`config.mk`:
```
export PLATFORM = sky130hd
export DESIGN_NAME = xing_commutation_estimator
export DESIGN_NICKNAME = d
export VERILOG_FILES = /design/src/rtl/xce_pkg.sv /design/src/rtl/xce_sync_edge.sv /design/src/rtl/xce_interval_timer.sv /design/src/rtl/xce_mode_seq.sv /design/src/rtl/xce_recip_div.sv /design/src/rtl/xing_commutation_estimator.sv
export SDC_FILE = /design/constraint.sdc
export NUM_CORES = 1
export LEC_CHECK = 0
export ABC_AREA = 1
export BUFFER_PORTS_ARGS = -buffer_cell sky130_fd_sc_hd__buf_2
export CORE_MARGIN = 2
export CORE_UTILIZATION = 56
export CTS_CLUSTER_SIZE = 12
export DETAILED_ROUTE_END_ITERATION = 8
export PLACE_DENSITY = 0.8
export REMOVE_ABC_BUFFERS = 1
export SKIP_CTS_REPAIR_TIMING = 1
export SYNTH_ARGS = -nofsm -noshare
export SYNTH_HDL_FRONTEND = slang
export SYNTH_SLANG_ARGS = --single-unit
```
`constraint.sdc`:
```
create_clock -name clk -period 6.9 [get_ports clk]
set_input_delay 0 -clock clk [delete_from_list [all_inputs] [get_ports clk]]
set_output_delay 0 -clock clk [all_outputs]
set_load 0.01 [all_outputs]
```
`src/rtl/xce_pkg.sv`:
```
// Shared constants and mode helpers for the crossing commutation estimator.
// Assumes Hall-form codes in the order 101,100,110,010,011,001.
package xce_pkg;

    localparam logic [2:0]  MODE_RISE = 3'b101;
    localparam logic [2:0]  MODE_FALL = 3'b010;
    localparam logic [15:0] THIRD_Q16 = 16'd21845;

    // Successor of a mode code in the six-step cycle.
    function automatic logic [2:0] next_mode(input logic [2:0] m);
        case (m)
            3'b101:  return 3'b100;
            3'b100:  return 3'b110;
            3'b110:  return 3'b010;
            3'b010:  return 3'b011;
            3'b011:  return 3'b001;
            3'b001:  return 3'b101;
            default: return MODE_RISE;
        endcase
    endfunction

endpackage

```
`src/rtl/xce_sync_edge.sv`:
```
// Synchroniser and dual-edge detector for the comparator bit.
// Assumes STAGES >= 2; trig is high for one cycle per level change.
module xce_sync_edge #(
    parameter int STAGES = 2
) (
    input  logic clk,
    input  logic rst_n,
    input  logic din,
    output logic level,
    output logic trig
);
    logic [STAGES-1:0] chain;
    logic              last_q;

    // Shift the raw input through the synchroniser chain.
    always_ff @(posedge clk) begin
        if (!rst_n) chain <= '0;
        else        chain <= {chain[STAGES-2:0], din};
    end

    // Keep a delayed copy of the synchronised level.
    always_ff @(posedge clk) begin
        if (!rst_n) last_q <= 1'b0;
        else        last_q <= chain[STAGES-1];
    end

    assign level = chain[STAGES-1];
    assign trig  = chain[STAGES-1] ^ last_q;
endmodule

```
`src/rtl/xce_interval_timer.sv`:
```
// Saturating interval counter with one-third scaling and stall flag.
// Assumes trig is a one-cycle pulse; cnt restarts from zero after it.
module xce_interval_timer
    import xce_pkg::*;
#(
    parameter int CNT_W = 16
) (
    input  logic             clk,
    input  logic             rst_n,
    input  logic             trig,
    output logic [CNT_W-1:0] cnt,
    output logic [CNT_W-1:0] tc1,
    output logic [CNT_W:0]   tc2,
    output logic             stall
);
    localparam logic [CNT_W-1:0] CNT_MAX = '1;
    localparam int               PROD_W  = CNT_W + 16;

    logic [PROD_W-1:0] prod;

    // Q16 multiply of the running count by one third.
    always_comb prod = {16'b0, cnt} * {{CNT_W{1'b0}}, THIRD_Q16};

    // Count, latch scaled interval and stall state on each crossing.
    always_ff @(posedge clk) begin
        if (!rst_n) begin
            cnt   <= '0;
            tc1   <= '0;
            stall <= 1'b1;
        end else if (trig) begin
            cnt   <= '0;
            tc1   <= prod[PROD_W-1:16];
            stall <= (cnt == CNT_MAX);
        end else if (cnt != CNT_MAX) begin
            cnt <= cnt + 1'b1;
        end
    end

    assign tc2 = {tc1, 1'b0};
endmodule

```
`src/rtl/xce_mode_seq.sv`:
```
// Mode sequencer: crossing code on trig, then two scheduled steps.
// Assumes tc1/tc2/stall are updated on the same edge as trig.
module xce_mode_seq
    import xce_pkg::*;
#(
    parameter int CNT_W = 16
) (
    input  logic             clk,
    input  logic             rst_n,
    input  logic             trig,
    input  logic             level,
    input  logic [CNT_W-1:0] cnt,
    input  logic [CNT_W-1:0] tc1,
    input  logic [CNT_W:0]   tc2,
    input  logic             stall,
    output logic [2:0]       mode,
    output logic             strobe
);
    typedef enum logic [1:0] {ST_WAIT1, ST_WAIT2, ST_DONE} step_t;
    step_t step;

    // Update mode on crossings and at the scheduled commutation counts.
    always_ff @(posedge clk) begin
        if (!rst_n) begin
            mode   <= MODE_RISE;
            step   <= ST_DONE;
            strobe <= 1'b0;
        end else begin
            strobe <= trig;
            if (trig) begin
                mode <= level ? MODE_RISE : MODE_FALL;
                step <= ST_WAIT1;
            end else if (!stall) begin
                if (step == ST_WAIT1 && cnt >= tc1) begin
                    mode <= next_mode(mode);
                    step <= ST_WAIT2;
                end else if (step == ST_WAIT2 && {1'b0, cnt} >= tc2) begin
                    mode <= next_mode(mode);
                    step <= ST_DONE;
                end
            end
        end
    end
endmodule

```
`src/rtl/xce_recip_div.sv`:
```
// Restoring divider computing NUM/den, one quotient bit per cycle.
// Assumes start restarts any division in flight; result saturates to OUT_W.
module xce_recip_div #(
    parameter int NUM   = 750000000,
    parameter int DEN_W = 16,
    parameter int OUT_W = 16
) (
    input  logic             clk,
    input  logic             rst_n,
    input  logic             start,
    input  logic [DEN_W-1:0] den,
    output logic [OUT_W-1:0] quo,
    output logic             valid
);
    localparam int           QW    = $clog2(NUM + 1);
    localparam int           IW    = $clog2(QW + 1);
    localparam logic [QW-1:0] NUM_V = QW'(NUM);

    logic [DEN_W:0]   rem, shifted, rem_n;
    logic [QW-1:0]    acc, acc_n;
    logic [DEN_W-1:0] den_q;
    logic [IW-1:0]    iter;
    logic             busy, ge;
    logic [OUT_W-1:0] sat_q;

    // One restoring-division step.
    always_comb begin
        shifted = {rem[DEN_W-1:0], acc[QW-1]};
        ge      = shifted >= {1'b0, den_q};
        rem_n   = ge ? shifted - {1'b0, den_q} : shifted;
        acc_n   = {acc[QW-2:0], ge};
    end

    // Clamp the quotient to the output width.
    generate
        if (QW > OUT_W) begin : g_clamp
            always_comb sat_q = (|acc_n[QW-1:OUT_W] || den_q == '0) ? '1 : acc_n[OUT_W-1:0];
        end else begin : g_wide
            always_comb sat_q = (den_q == '0) ? '1 : OUT_W'(acc_n);
        end
    endgenerate

    // Run the iterations and publish the result with a done pulse.
    always_ff @(posedge clk) begin
        if (!rst_n) begin
            rem   <= '0;
            acc   <= '0;
            den_q <= '0;
            iter  <= '0;
            busy  <= 1'b0;
            quo   <= '0;
            valid <= 1'b0;
        end else begin
            valid <= 1'b0;
            if (start) begin
                rem   <= '0;
                acc   <= NUM_V;
                den_q <= den;
                iter  <= IW'(QW);
                busy  <= 1'b1;
            end else if (busy) begin
                rem  <= rem_n;
                acc  <= acc_n;
                iter <= iter - 1'b1;
                if (iter == IW'(1)) begin
                    busy  <= 1'b0;
                    quo   <= sat_q;
                    valid <= 1'b1;
                end
            end
        end
    end
endmodule

```
`src/rtl/xing_commutation_estimator.sv`:
```
// Top: sensorless commutation estimate from phase-voltage crossings.
// Assumes cmp_in is low during reset and holds each level >= 1 cycle.
module xing_commutation_estimator #(
    parameter int SYNC_STAGES = 2,
    parameter int CNT_W       = 16,
    parameter int SPD_W       = 16,
    parameter int RPM_K       = 750000000
) (
    input  logic             clk,
    input  logic             rst_n,
    input  logic             cmp_in,
    output logic [2:0]       mode_out,
    output logic             xing_strobe,
    output logic             stall,
    output logic [SPD_W-1:0] speed_rpm,
    output logic             speed_valid
);
    logic             level, trig;
    logic [CNT_W-1:0] cnt, tc1;
    logic [CNT_W:0]   tc2;

    xce_sync_edge #(.STAGES(SYNC_STAGES)) u_sync (
        .clk(clk), .rst_n(rst_n), .din(cmp_in), .level(level), .trig(trig)
    );

    xce_interval_timer #(.CNT_W(CNT_W)) u_timer (
        .clk(clk), .rst_n(rst_n), .trig(trig),
        .cnt(cnt), .tc1(tc1), .tc2(tc2), .stall(stall)
    );

    xce_mode_seq #(.CNT_W(CNT_W)) u_seq (
        .clk(clk), .rst_n(rst_n), .trig(trig), .level(level),
        .cnt(cnt), .tc1(tc1), .tc2(tc2), .stall(stall),
        .mode(mode_out), .strobe(xing_strobe)
    );

    xce_recip_div #(.NUM(RPM_K), .DEN_W(CNT_W), .OUT_W(SPD_W)) u_div (
        .clk(clk), .rst_n(rst_n), .start(trig), .den(cnt),
        .quo(speed_rpm), .valid(speed_valid)
    );
endmodule

```
=== Word level (Yosys, flattened, before mapping) ===
Cells that the tools add are included.

* Multiply operators: 1
* Reductions and logical operators: 14
* Equality and inequality tests: 10
* Magnitude comparators: 3
* Muxes and demuxes: 20
* $add $sub $neg: 3
* Bitwise operators: 5

{| class="wikitable"
|+ Operator list
! cell !! number
|-
| two-way mux 30 bit || 2
|-
| two-way mux 16 bit || 2
|-
| multiplier 16 x 15 -> 31 bit (second input constant) || 1
|-
| greater-or-equal comparator 17 x 16 -> 1 bit || 1
|-
| adder 16 x 1 -> 16 bit (second input constant) || 1
|-
| equality test 16 bit (second input constant) || 1
|-
| greater-or-equal comparator 16 x 15 -> 1 bit || 1
|-
| greater-or-equal comparator 16 bit || 1
|-
| zero test 16 bit || 1
|-
| inequality test 16 bit (second input constant) || 1
|-
| subtractor 16 bit || 1
|-
| two-way mux 3 bit || 5
|-
| case mux 3 bit (5 select lines) || 1
|-
| OR reduction 14 bit || 1
|-
| two-way mux 5 bit || 2
|-
| equality test 3 bit (second input constant) || 3
|-
| two-way mux 2 bit || 4
|-
| equality test 3 x 2 -> 1 bit (second input constant) || 2
|-
| equality test 5 x 1 -> 1 bit (second input constant) || 1
|-
| subtractor 5 x 1 -> 5 bit (second input constant) || 1
|-
| two-way mux 1 bit || 4
|-
| NOT 1 bit || 4
|-
| AND reduction 2 bit || 2
|-
| nonzero test 2 bit || 2
|-
| 10 further kinds || 11
|}

* Bits of input ports: 3
* Register bits: 126
* Logic and storage cells: 74

=== Longest topological paths before layout ===
* Depth in word-level cells: 6
* Depth in mapped cells: 23
* Mapped depth without buffers: 23

=== Modules after synthesis ===
Synthesis repeated with hierarchy kept, for this count alone.

* Cells, all modules: 1682
* Area total of the unflattened synthesis: 11962.7 µm²

{| class="wikitable"
|+ Modules (own cells, without submodules)
! module !! cells each !! instances !! area each (µm²) !! sequential area each (µm²)
|-
| xce_interval_timer || 865 || 1 || 6271.0 || 640.6
|-
| xce_recip_div || 612 || 1 || 4355.4 || 1701.6
|-
| xce_mode_seq || 191 || 1 || 1234.9 || 120.1
|-
| xce_sync_edge || 14 || 1 || 101.3 || 60.1
|}

=== Worst setup path after synthesis ===
OpenSTA, ideal clock, no wires.

* Kind: reg2reg
* From: register u_timer.cnt[3]
* To: register u_timer.tc1[14]
* Setup time: 0.114 ns
* Clock period less this slack: 4.723 ns
* Arrival time: 4.610 ns
* Setup slack: 2.177 ns
* Stages on the path, launching flop included: 20
* Path through: dfxtp_1 ha_1 fa_1 inv_1 fa_1 inv_1 fa_1 fa_1 inv_1 fa_1 inv_1 ha_1 a21oi_1 o21ai_0 a21oi_1 nor2_1 nor2_1 nand3_1 nand3_1 nand2_1

* Word-level cells in the longest chain between the ends: 1

{| class="wikitable"
|+ Ends and longest elaborated chain
! element !! RTL line !! text
|-
| from (decl) || xce_interval_timer.sv:11 || <nowiki>output logic [CNT_W-1:0] cnt,</nowiki>
|-
| from (signal assigned) || xce_interval_timer.sv:35 || <nowiki>cnt <= cnt + 1'b1;</nowiki>
|-
| multiplier 16 x 15 -> 31 bit || xce_interval_timer.sv:22 || <nowiki>always_comb prod = {16'b0, cnt} * {{CNT_W{1'b0}}, THIRD_Q16};</nowiki>
|-
| to (signal assigned) || xce_interval_timer.sv:32 || <nowiki>tc1 <= prod[PROD_W-1:16];</nowiki>
|-
| to (decl) || xce_interval_timer.sv:12 || <nowiki>output logic [CNT_W-1:0] tc1,</nowiki>
|}

No other way between the ends.
A chain may end at the register's enable or synchronous reset.

=== Final worst setup path ===
* From: register u_timer.cnt[4]
* To: register u_timer.tc1[9]

Same word-level chain as after synthesis.

==> impl_results.md <==
* Status: finished clean
* Startpoint Class: flop
* Number of port buffers at 24
* Clock transition at the registers of the reported paths at 0.07 ns
* Part of the cycle the worst path needs at 77.7%
* Number of antenna repair diodes at 0
* Unique masters post-synth at 52
* H-tree depth at 4
* First-pass GRT wire length at 46.7 mm
* Gr usage total at 27.3%
* Pint at 1.35 mW
* Setup violators final at 0
* Initial core utilization at 57.2%
* DRT Wirelength at 28.2 mm
* Yosys warning count at 0
* Largest cells by area after synthesis: dfxtp_1 23%, ha_1 19%, fa_1 12%
* Standard-cell rows at 51
* HPWL Detailed at 21.7 mm
* Drc violations at 0
* Placed insts at 1730
* Crit path DAT at 5.68 ns
* Iter 0 DRT Violations at 899
* Synth Area per Inst at 7.59 sq um
* Post-route cell area at 0.0121 sq mm
* CP Capture Type: flop
* Most frequent cell after synthesis: nand2_1
* Vias in the first global route at 9401
* Power share of the sequential group at 37.8%
* Largest net degree at the start of global routing at 63
* Total CTS buffers at 17
* Sw power at 0.686 mW
* Most Frequent Cell on Critical Path: nand2_1
* Minimum clock period after layout at 5.36 ns
* Power density cells at 169 mW/mm^2
* CP required at 7.22 ns
* Final ANT Viol Nets at 0
* Worst Tran Pin Value at 1.03 ns
* Comb pwr share at 18.1%
* Final hold vios at 0
* Max Slew Vio Count at 0
* Overall power at 2.04 mW
* Share of the synthesized area in the top cell type at 22.7%
* CP max stage delay at 0.57 ns
* Dpl ws at 1.63 ns
* Vias per std cell at 5.55
* Max Root-Sink Buffers at 2
* Die Span Y at 145 um
* Min Hold Slack at 0.422 ns
* Clock Power Share at 44.1%
* FF+latch count, synth at 126
* Crit-path max FO at 8
* Clock Sinks at 126
* Final core occ at 62.0%
* Post-synth ARST share at 0%
* Fraction of layout cells with a size suffix above 1 at 7.40%
* Fin cells at 1765
* Area after DPL at 0.0114 sq mm
* GP Congestion at 0.994
* List of most frequent post-synthesis cells: 277 x nand2_1, 268 x inv_1, 168 x ha_1, 126 x dfxtp_1, 112 x nor2_1
* Syn Inst Count at 1467
* Area of the core at 0.0195 sq mm
* Setup Total Neg Slack at 0 ns
* CP cell instances: ha_1 -> xor2_1 -> ha_1 -> inv_1 -> fa_1 -> inv_1 -> fa_1 -> fa_1 -> inv_1 -> fa_1 -> inv_1 -> ha_1 -> nand2_1 -> o21ai_0 -> nor2_1 -> o21ai_0 -> nand2_1 -> nand2_1 -> nand2_1 -> nand3_1 -> nand2_1
* # IOs at 25
* Ys flop type: dfxtp_1
* Post-synth EDFFs at 0
* CTS tree: built
* Final setup margin at 1.54 ns
* Sequential cell area fraction in the yosys report at 22.7%
* Slowest stage cell on the critical path: dfxtp_1
* Root buffer cell: clkbuf_16
* Slew HR at 31.4%
* Total gr overflow at 0
* Via count at 9796
* Die area at 0.0210 sq mm
* Mapped Area at 0.0111 sq mm
* Area leader, netlist: dfxtp_1
* Clock Skew at 0.0149 ns
* Sw Ratio at 33.6%
* Max cap viols at 0
* RSZ-0062 raised after global routing: no
* Synth-to-Final Area Change at 8.44%
* DR pass1 iterations at 5
* Clk Latency, worst-skew pair at 0.43 ns
* Worst vdd ir at 170 uV
* CP Class: flop to flop
* Nets at 1725
* Fmax at 187 MHz
* Antenna violations before repair at 0
* Wire per inst at 16.0 um
* Die W at 145 um
* Cell leakage power at 6.48 nW
* Worst hold path class: flop to flop
==> routing by layer <==
layer / vias to the layer above / routed length (um) / track usage (%)
met2: 341 / 12500 / 42.0
li1: 4807 / - / -
met3: 41 / 1980 / 4.69
met5: - / 0 / 0
met1: 4607 / 13200 / 39.6
met4: 0 / 526 / 7.52
==> cells in the final DEF, fill, tap and decap left out, types with 4 or more instances in the layout <==
cell type and instances:
inv_2 11, buf_2 24, nor2_4 6, dfxtp_1 125, a211oi_1 5, xor2_1 14
nand4_1 36, ha_1 168, xnor2_1 5, o21bai_1 5, clkinv_8 4, o21ai_1 17
fa_1 67, a31oi_1 4, a221oi_1 10, o22ai_1 14, a21o_1 5, nor4_1 9
a21oi_1 94, inv_8 4, nand3_1 80, nand2_2 6, inv_1 268, nand3_2 9
nand2_1 277, nor2_1 112, clkbuf_16 17, o21ai_0 47, nor3_1 15
==> worst max-delay path: cells and delay by family (launching register included) <==
| kind | cells | cell delay [ns] |
|---|---|---|
| buffers and inverters | 4 | 0.19 |
| AND/OR/NAND/NOR | 7 | 0.62 |
| XOR/XNOR | 1 | 0.21 |
| AO/OA/AOI/OAI | 2 | 0.59 |
| flip-flops | 1 | 0.57 |
| adder cells (fa/ha/maj) | 7 | 3.07 |
==> layout make-up <==
| class | count | area [sq um] |
|---|---|---|
| fillers | 1693 | 7390 |
| inverters | 283 | 1070 |
| flip-flops and latches | 126 | 2520 |
| clock buffers | 17 | 425 |
| well taps | 265 | 332 |
| clock inverters | 15 | 170 |
| multi-input cells | 1029 | 7380 |
| repair buffers | 30 | 173 |
==> final timing paths <==
path                         from              end  slack (ns)  depth (start not counted)
setup reg to reg   u_timer.cnt[4]   u_timer.tc1[9]        1.54                         21
setup / recovery   u_timer.cnt[4]   u_timer.tc1[9]        1.54                         21
hold reg to reg   u_sync.chain[0]  u_sync.chain[1]        0.42                          2
hold / removal    u_sync.chain[0]  u_sync.chain[1]        0.42                          2
==> sequential cells by signal, indices dropped and copies added (netlist names) <==
signal	flops
u_div.quo	16
u_div.busy	1
u_seq.strobe	1
u_div.valid	1
u_div.den_q	16
u_timer.cnt	16
u_div.iter	5
u_seq.step	2
u_sync.last_q	1
u_timer.tc1	15
u_div.acc	30
u_seq.mode	3
u_timer.stall	1
u_sync.chain	2
u_div.rem	16
==> cells by family after synthesis <==
group / share of synthesized area, %
and+or+nand+nor: 23.5
xor gates and xnor gates: 1.49
buffers and inverters: 11.0
adders and majority gates: 30.9
DFF: 22.7
AOI/OAI and AO/OA: 10.4
==> power groups by stage <==
stage	sequential [mW]	combinational (mW)	clock (mW)
6_report	0.771	0.369	0.899
2_1_floorplan	0.790	0.266	0
3_5_place_dp	0.787	0.362	0
3_3_place_gp	0.786	0.354	0
4_1_cts	0.771	0.366	0.909
5_1_grt	0.774	0.410	0.937
(Power assumes the default switching activity.)
